<file path="config.mk">
export PLATFORM = sky130hd
export DESIGN_NAME = tick128_gen
export DESIGN_NICKNAME = d
export VERILOG_FILES = /design/src/rtl/tick128_pkg.sv /design/src/rtl/tick_cfg_reg.sv /design/src/rtl/tick_div_core.sv /design/src/rtl/tick128_gen.sv
export SDC_FILE = /design/constraint.sdc
export NUM_CORES = 1
export LEC_CHECK = 0
export BUFFER_PORTS_ARGS = -buffer_cell sky130_fd_sc_hd__buf_4
export CAP_MARGIN = 10
export CORE_ASPECT_RATIO = 1.1
export CORE_MARGIN = 2
export CORE_UTILIZATION = 32
export DETAILED_ROUTE_END_ITERATION = 12
export PLACE_DENSITY = 0.53
export SKIP_CTS_REPAIR_TIMING = 1
export SYNTH_ARGS = -nofsm -noshare
export SYNTH_HDL_FRONTEND = slang
export SYNTH_SLANG_ARGS = --single-unit
</file>
<file path="constraint.sdc">
create_clock -name clk -period 4.15 [get_ports clk]
set_input_delay 0.415 -clock clk [delete_from_list [all_inputs] [get_ports clk]]
set_output_delay 0.415 -clock clk [all_outputs]
set_load 0.05 [all_outputs]
</file>
<file path="src/rtl/tick128_pkg.sv">
package tick128_pkg;

  parameter int unsigned CMP_W  = 19;
  parameter int unsigned WORD_W = 32;
  localparam int unsigned FLAG_POS = WORD_W - 1;
  localparam int unsigned RSVD_W   = WORD_W - 1 - CMP_W;

  typedef logic [CMP_W-1:0] cmp_t;

  // Divider runs only for counts that give a segment of at least one cycle.
  function automatic logic div_ok(cmp_t v);
    return v > cmp_t'(1);
  endfunction

  // Length of the current segment: full count in normal mode, the floor
  // half then the ceiling half in half-rate mode.
  function automatic cmp_t seg_len(cmp_t v, logic half_rate, logic second);
    cmp_t lo;
    lo = v >> 1;
    if (!half_rate) return v;
    if (!second)    return lo;
    return v - lo;
  endfunction

endpackage

</file>
<file path="src/rtl/tick_cfg_reg.sv">
module tick_cfg_reg
  import tick128_pkg::*;
(
  input  logic              clk,
  input  logic              rst_n,
  input  logic              we,
  input  logic [WORD_W-1:0] wdata,
  output cmp_t              cmp,
  output logic              half_rate,
  output logic [WORD_W-1:0] rdata
);

  cmp_t cmp_q;
  logic flag_q;

  always_ff @(posedge clk or negedge rst_n) begin
    if (!rst_n) begin
      cmp_q  <= '0;
      flag_q <= 1'b0;
    end else if (we) begin
      cmp_q  <= wdata[CMP_W-1:0];
      flag_q <= wdata[FLAG_POS];
    end
  end

  logic unused_rsvd;
  assign unused_rsvd = ^wdata[FLAG_POS-1:CMP_W];

  assign cmp       = cmp_q;
  assign half_rate = flag_q;
  assign rdata     = {flag_q, {RSVD_W{1'b0}}, cmp_q};

endmodule

</file>
<file path="src/rtl/tick_div_core.sv">
module tick_div_core
  import tick128_pkg::*;
(
  input  logic clk,
  input  logic rst_n,
  input  logic clr,
  input  cmp_t cmp,
  input  logic half_rate,
  output logic run,
  output cmp_t cnt,
  output cmp_t term,
  output logic wrap
);

  cmp_t cnt_q;
  logic phase_q;

  always_comb begin
    run  = div_ok(cmp);
    term = seg_len(cmp, half_rate, phase_q);
    wrap = run && !clr && (cnt_q == term - cmp_t'(1));
  end

  always_ff @(posedge clk or negedge rst_n) begin
    if (!rst_n) begin
      cnt_q   <= '0;
      phase_q <= 1'b0;
    end else if (clr || !run) begin
      cnt_q   <= '0;
      phase_q <= 1'b0;
    end else if (wrap) begin
      cnt_q   <= '0;
      phase_q <= half_rate ? ~phase_q : 1'b0;
    end else begin
      cnt_q   <= cnt_q + cmp_t'(1);
    end
  end

  assign cnt = cnt_q;

endmodule

</file>
<file path="src/rtl/tick128_gen.sv">
module tick128_gen
  import tick128_pkg::*;
(
  input  logic              clk,
  input  logic              rst_n,
  input  logic              cfg_we,
  input  logic [WORD_W-1:0] cfg_wdata,
  output logic [WORD_W-1:0] cfg_rdata,
  input  logic [1:0]        src_sel,
  input  logic              alt_tick,
  output logic              tick_out
);

  cmp_t cmp_w;
  logic half_w;
  logic bypass_w;
  logic clr_w;
  logic run_w;
  cmp_t cnt_w;
  cmp_t term_w;
  logic wrap_w;

  assign bypass_w = (src_sel == 2'b00);
  assign clr_w    = cfg_we || bypass_w;

  tick_cfg_reg u_reg (
    .clk       (clk),
    .rst_n     (rst_n),
    .we        (cfg_we),
    .wdata     (cfg_wdata),
    .cmp       (cmp_w),
    .half_rate (half_w),
    .rdata     (cfg_rdata)
  );

  tick_div_core u_div (
    .clk       (clk),
    .rst_n     (rst_n),
    .clr       (clr_w),
    .cmp       (cmp_w),
    .half_rate (half_w),
    .run       (run_w),
    .cnt       (cnt_w),
    .term      (term_w),
    .wrap      (wrap_w)
  );

  assign tick_out = bypass_w ? alt_tick : wrap_w;

endmodule

</file>
==> reports/results.ini, run 1 <==
[status]
status=finished with violations
violations=negative setup slack

[layout]
final_cell_mix=162 x buf_4, 45 x nor2_1, 43 x nand2_1, 35 x o21ai_0
utilization=0.466
syn_to_final_growth_pct=44.0
drive_above_1_share=0.376
layout_commonest_cell=buf_4
diodes=0
final_cells=934
fin_nets=822

[power_and_ir_drop]
ir_drop_mv=0.136
power_leakage_nw=2.85
total_power_mw=1.93
p_per_area_mw_per_mm2=291

[critical_path]
critPathRequiredTime_ns=3.73
start_kind=register
worstPathArrival_ns=3.92
path_class=register to primary output
critPathCaptureType=primary output
cp_max_fo=6

[clock_network]
cts_root_buf=clkbuf_16
numCtsBuffers=5
clk_latency_ns=0.30
cts_tree=built
h-tree-depth=2
clk_pin_slew_ns=0.06
cts_buffer_depth=2
clock-sinks=40

[routing]
vias_per_cell=5.15
drc_errors=0
wire_per_inst_um=15.9
wirelength_um=14900
drt-initial-drc-count=243
ant_nets=0
firstDrtPassIters=5
vias=4807

[synth]
synth_area_per_cell_sq_um=7.90
synth-edff-count=0
synth_top_area_frac=0.217
ys_seq_area_frac=0.217
ys.flop_type=dfrtp_1
yosysWarningCount=0
ys_async_sr_fraction=1.00
netlist_area_sq_mm=0.00462
synth-seq-cells=40
netlist-cell-type-count=74
yosys.area.top_type=dfrtp_1
syn_inst=584
synthTopCellsByArea=dfrtp_1 22%, ha_1 11%, xnor2_1 6.1%

[placement]
dp_cells=913
hpwl_um=11500
numPortBuffers=46
routabilityCongestion=0.900

[sta]
max_freq_ghz=0.231
drv_slew=0
setup_viol_count_final=1
finalClockSkew_ns=0.00470
rsz0062_at_grt=yes
finalCritPeriodShare=1.04
fin_crit_ns=4.33
worst_slack_ns=-0.182
worstMarginPinSlew_ns=0.583
hold_viol=0
slew_headroom=0.611

[die]
core-area_sq_mm=0.0143
die_h_um=130
start_util=0.323
rows=46
die_w_um=119
die_area_sq_mm=0.0154
io_pins=71

[global_route]
gr-total-overflow=0
grt_pass1_vias=4804
grt_antenna_before_repair=0
grt_max_degree=42
grt_pass1_wl_um=24200
grt_usage=0.195

[run]
cap_viol_max_count=0

[worst_hold_path]
hold_class=primary input to async pin

## per-layer routing
| layer | global-route usage | wire (um) | share of wire |
|---|---|---|---|
| met1 | 0.251 | 6840 | 0.46 |
| met2 | 0.339 | 7290 | 0.49 |
| met3 | 0.0297 | 511 | 0.034 |
| met4 | 0.0602 | 240 | 0.016 |
| met5 | 0 | 0 | 0 |
## state kept, by name, summed over array words and instances, names as in the netlist
| signal | flops |
|---|---|
| u_reg.half_rate | 1 |
| u_div.phase_q | 1 |
| u_reg.cmp | 19 |
| u_div.cnt | 19 |
## Yosys cell counts (7+ instances only)
master    instances
ha_1             42
nor4_1           11
xnor2_1          32
nor2b_1          13
clkbuf_1         15
and2_1            7
a21oi_1          26
o21ai_0          38
and3_1           15
inv_1            37
xor2_1           16
nor3_1           15
nand4_1          12
nand2_1          45
dfrtp_1          40
nand2b_1          8
nor2_1           45
nand3_1          29
nor2_2           10
buf_4            13
o31ai_1           8
## worst paths after layout
path,start,end,slack (ns),depth (start not counted)
min reg2reg,u_div.cnt[0]$_DFF_PN0_,u_div.cnt[0]$_DFF_PN0_,0.52,1
min in group clk,cfg_wdata[4],u_reg.cmp[4]$_DFFE_PN0P_,0.32,3
max in group asynchronous,rst_n,u_reg.cmp[0]$_DFFE_PN0P_,3.61,1
min,rst_n,u_reg.cmp[6]$_DFFE_PN0P_,0.11,1
max,u_reg.cmp[6]$_DFFE_PN0P_,tick_out,-0.18,16
max reg2reg,u_reg.cmp[6]$_DFFE_PN0P_,u_div.cnt[7]$_DFF_PN0_,0.04,19
## kinds of logic (layout without fill, tap and decap cells)
logic type,after synthesis,count (layout),synth area share
adders and majority gates,43,43,0.118
and+or+nand+nor,236,236,0.273
other,1,12,0.000812
muxes,8,8,0.0179
DFF,40,40,0.217
AOI/OAI and AO/OA,139,139,0.213
xor gates and xnor gates,48,48,0.0911
buffers and inverters,69,216,0.0688
## layout make-up
class / count / area, sq um
flip-flops and latches: 40 / 1020
clock inverters: 2 / 35.0
multi-input cells: 486 / 3730
inverters: 38 / 149
well taps: 192 / 240
repair buffers: 170 / 1350
fillers: 1464 / 7630
clock buffers: 6 / 129
## critical path, cell delays in order (launching register included)
cell,delay [ns]
dfrtp_2,0.38
clkinvlp_4,0.17
ha_4,0.36
inv_1,0.05
a211o_2,0.32
o211a_4,0.28
buf_6,0.13
o31a_1,0.32
o221ai_4,0.20
nand2_2,0.11
nor2_4,0.11
nor4b_4,0.27
xnor2_1,0.12
a211o_1,0.29
nor3_2,0.18
a22o_2,0.17
buf_8,0.14
## power by group
| group | total, mW | internal [mW] | switching (mW) | leakage (nW) |
|---|---|---|---|---|
| Sequential | 0.430 | 0.411 | 0.0189 | 0.508 |
| Combinational | 1.04 | 0.456 | 0.586 | 2.27 |
| Clock | 0.460 | 0.283 | 0.176 | 0.0808 |
## stage by stage
| stage | hold WS (ns) | worst slack [ns] | TNS (ns) | area [sq um] |
|---|---|---|---|---|
| 2_1_floorplan | 0.119 | -0.122 | -0.122 | 4730 |
| 3_3_place_gp | 0.441 | -0.0150 | -0.0150 | 5980 |
| 3_5_place_dp | 0.455 | -0.148 | -0.148 | 5980 |
| 4_1_cts | 0.135 | -0.492 | -0.492 | 6150 |
| 5_1_grt | 0.158 | -0.417 | -4.23 | 6650 |
| 6_report | 0.109 | -0.182 | -0.182 | 6650 |
(Power assumes the default switching activity.)
==> run 2, diff against run 1 <==
Settings changed: CORE_UTILIZATION 32 to 53, PLACE_DENSITY 0.53 to 0.79.
==> reports/results.ini, run 2 (same netlist as run 1, synthesis figures left out) <==
[clock_network]
clk_pin_slew_ns=0.10
clock-sinks=40
cts_root_buf=clkbuf_8
clk_latency_ns=0.31
cts_buffer_depth=2
h-tree-depth=2
cts_tree=built
numCtsBuffers=5

[power_and_ir_drop]
ir_drop_mv=0.176
total_power_mw=1.66
power_leakage_nw=2.53
p_per_area_mw_per_mm2=280

[routing]
wl_met3_um=868
firstDrtPassIters=13
vias=4869
top_layer_used=met4
drt-met1-wl_um=5560
vias_per_cell=6.08
wire_per_inst_um=16.9
drc_errors=0
wirelength_um=13500
drt-initial-drc-count=403
met2_wirelength_um=6560
ant_nets=0

[layout]
fin_nets=770
diodes=0
n_fill_cell=687
final_cell_mix=114 x buf_4, 45 x nand2_1, 42 x nor2_1, 37 x o21ai_0, 31 x xnor2_1
layout_commonest_cell=buf_4
drive_above_1_share=0.316
syn_to_final_growth_pct=28.7

[global_route]
grt_antenna_before_repair=0
grt_max_degree=42
grt_usage=0.281
gr-total-overflow=0
grt_pass1_wl_um=21600
grt_pass1_vias=4592

[sta]
worst_slack_ns=-0.185
slew_headroom=0.485
fin_crit_ns=4.34
setup_viol_count_final=1
finalCritPeriodShare=1.04
max_freq_ghz=0.231
drv_slew=0
rsz0062_at_grt=yes
tns_ns=-0.185
worstMarginPinSlew_ns=0.771
hold_viol=0
finalClockSkew_ns=0.00941

[run]
cap_viol_max_count=0

[placement]
routabilityCongestion=0.997
hpwl_um=10000
numPortBuffers=46
place_ws_ns=-0.0742

[critical_path]
critPathRequiredTime_ns=3.73
r2r_start=u_reg.cmp[1]$_DFFE_PN0P_
cp_max_fo=5
crit_path_start=u_reg.cmp[1]$_DFFE_PN0P_
worstPathArrival_ns=3.92
start_kind=register
path_class=register to primary output
critPathCaptureType=primary output

[die]
core-area_sq_mm=0.00841
die_h_um=102
die_w_um=93.0
start_util=0.549
io_pins=71
rows=35
die_area_sq_mm=0.00947

[status]
status=finished with violations
violations=negative setup slack

[worst_hold_path]
hold_class=primary input to async pin

run 2: changes by cell type in the layout (fill, tap and decap cells not counted), moves of 3 or more:
| cell | before | now |
|---|---|---|
| nor4_2 | 6 | 3 |
| clkbuf_16 | 7 | 0 |
| nor4_1 | 2 | 5 |
| ha_4 | 10 | 6 |
| nor2_2 | 10 | 13 |
| nor2_1 | 45 | 42 |
| buf_4 | 162 | 114 |
| ha_2 | 1 | 7 |
| clkbuf_8 | 0 | 6 |
run 2: area by class of cell:
class | count | area [sq um] | share of cell area
clock buffers | 6 | 82.6 | 0.0139
clock inverters | 2 | 15.0 | 0.00253
inverters | 38 | 143 | 0.0240
multi-input cells | 486 | 3630 | 0.611
flip-flops and latches | 40 | 1020 | 0.171
well taps | 111 | 139 | 0.0234
repair buffers | 118 | 913 | 0.154
run 2: metal layers:
metal  up-vias  GRT usage
li1       2301          -
met1      2280      0.349
met2       232      0.506
met3        56     0.0317
met5         -          0
met4         0      0.104
run 2: path summary, 6_finish.rpt:
kind / slack, ns / to / cells after the start
hold / removal: 0.08 / u_reg.cmp[12]$_DFFE_PN0P_ / 1
max in group asynchronous: 3.67 / u_reg.cmp[9]$_DFFE_PN0P_ / 1
setup / recovery: -0.19 / tick_out / 15
hold reg to reg: 0.54 / u_div.cnt[0]$_DFF_PN0_ / 1
min in group clk: 0.30 / u_reg.cmp[10]$_DFFE_PN0P_ / 3
setup reg to reg: 0.09 / u_div.phase_q$_DFFE_PN0P_ / 15
run 2: worst max-delay path: stages (launching register included):
cell	delay, ns
dfrtp_2	0.44
inv_2	0.10
ha_4	0.28
nor2_2	0.05
o311ai_4	0.39
a21oi_2	0.14
or3_1	0.46
o211ai_4	0.28
xnor2_1	0.13
o21bai_1	0.19
a221oi_2	0.30
o2111a_1	0.22
nand4_1	0.18
nor3_2	0.14
a22o_2	0.16
buf_8	0.14
run 2: metrics by stage:
step | std cells | instance area [sq um] | util | hold WS (ns)
after global routing | 801 | 5940 | 0.707 | 0.144
after detailed placement | 787 | 5540 | 0.659 | 0.445
after floorplan | 595 | 4730 | - | 0.119
after global placement | 787 | 5540 | 0.659 | 0.427
after CTS | 795 | 5640 | 0.671 | 0.118
final | 801 | 5940 | 0.707 | 0.0843
run 2: where the power goes:
part	leakage [nW]	switching, mW	internal [mW]	total [mW]
Clock	0.0434	0.161	0.135	0.296
Sequential	0.508	0.0188	0.411	0.429
Combinational	1.98	0.561	0.377	0.939
Total	2.53	0.741	0.923	1.66
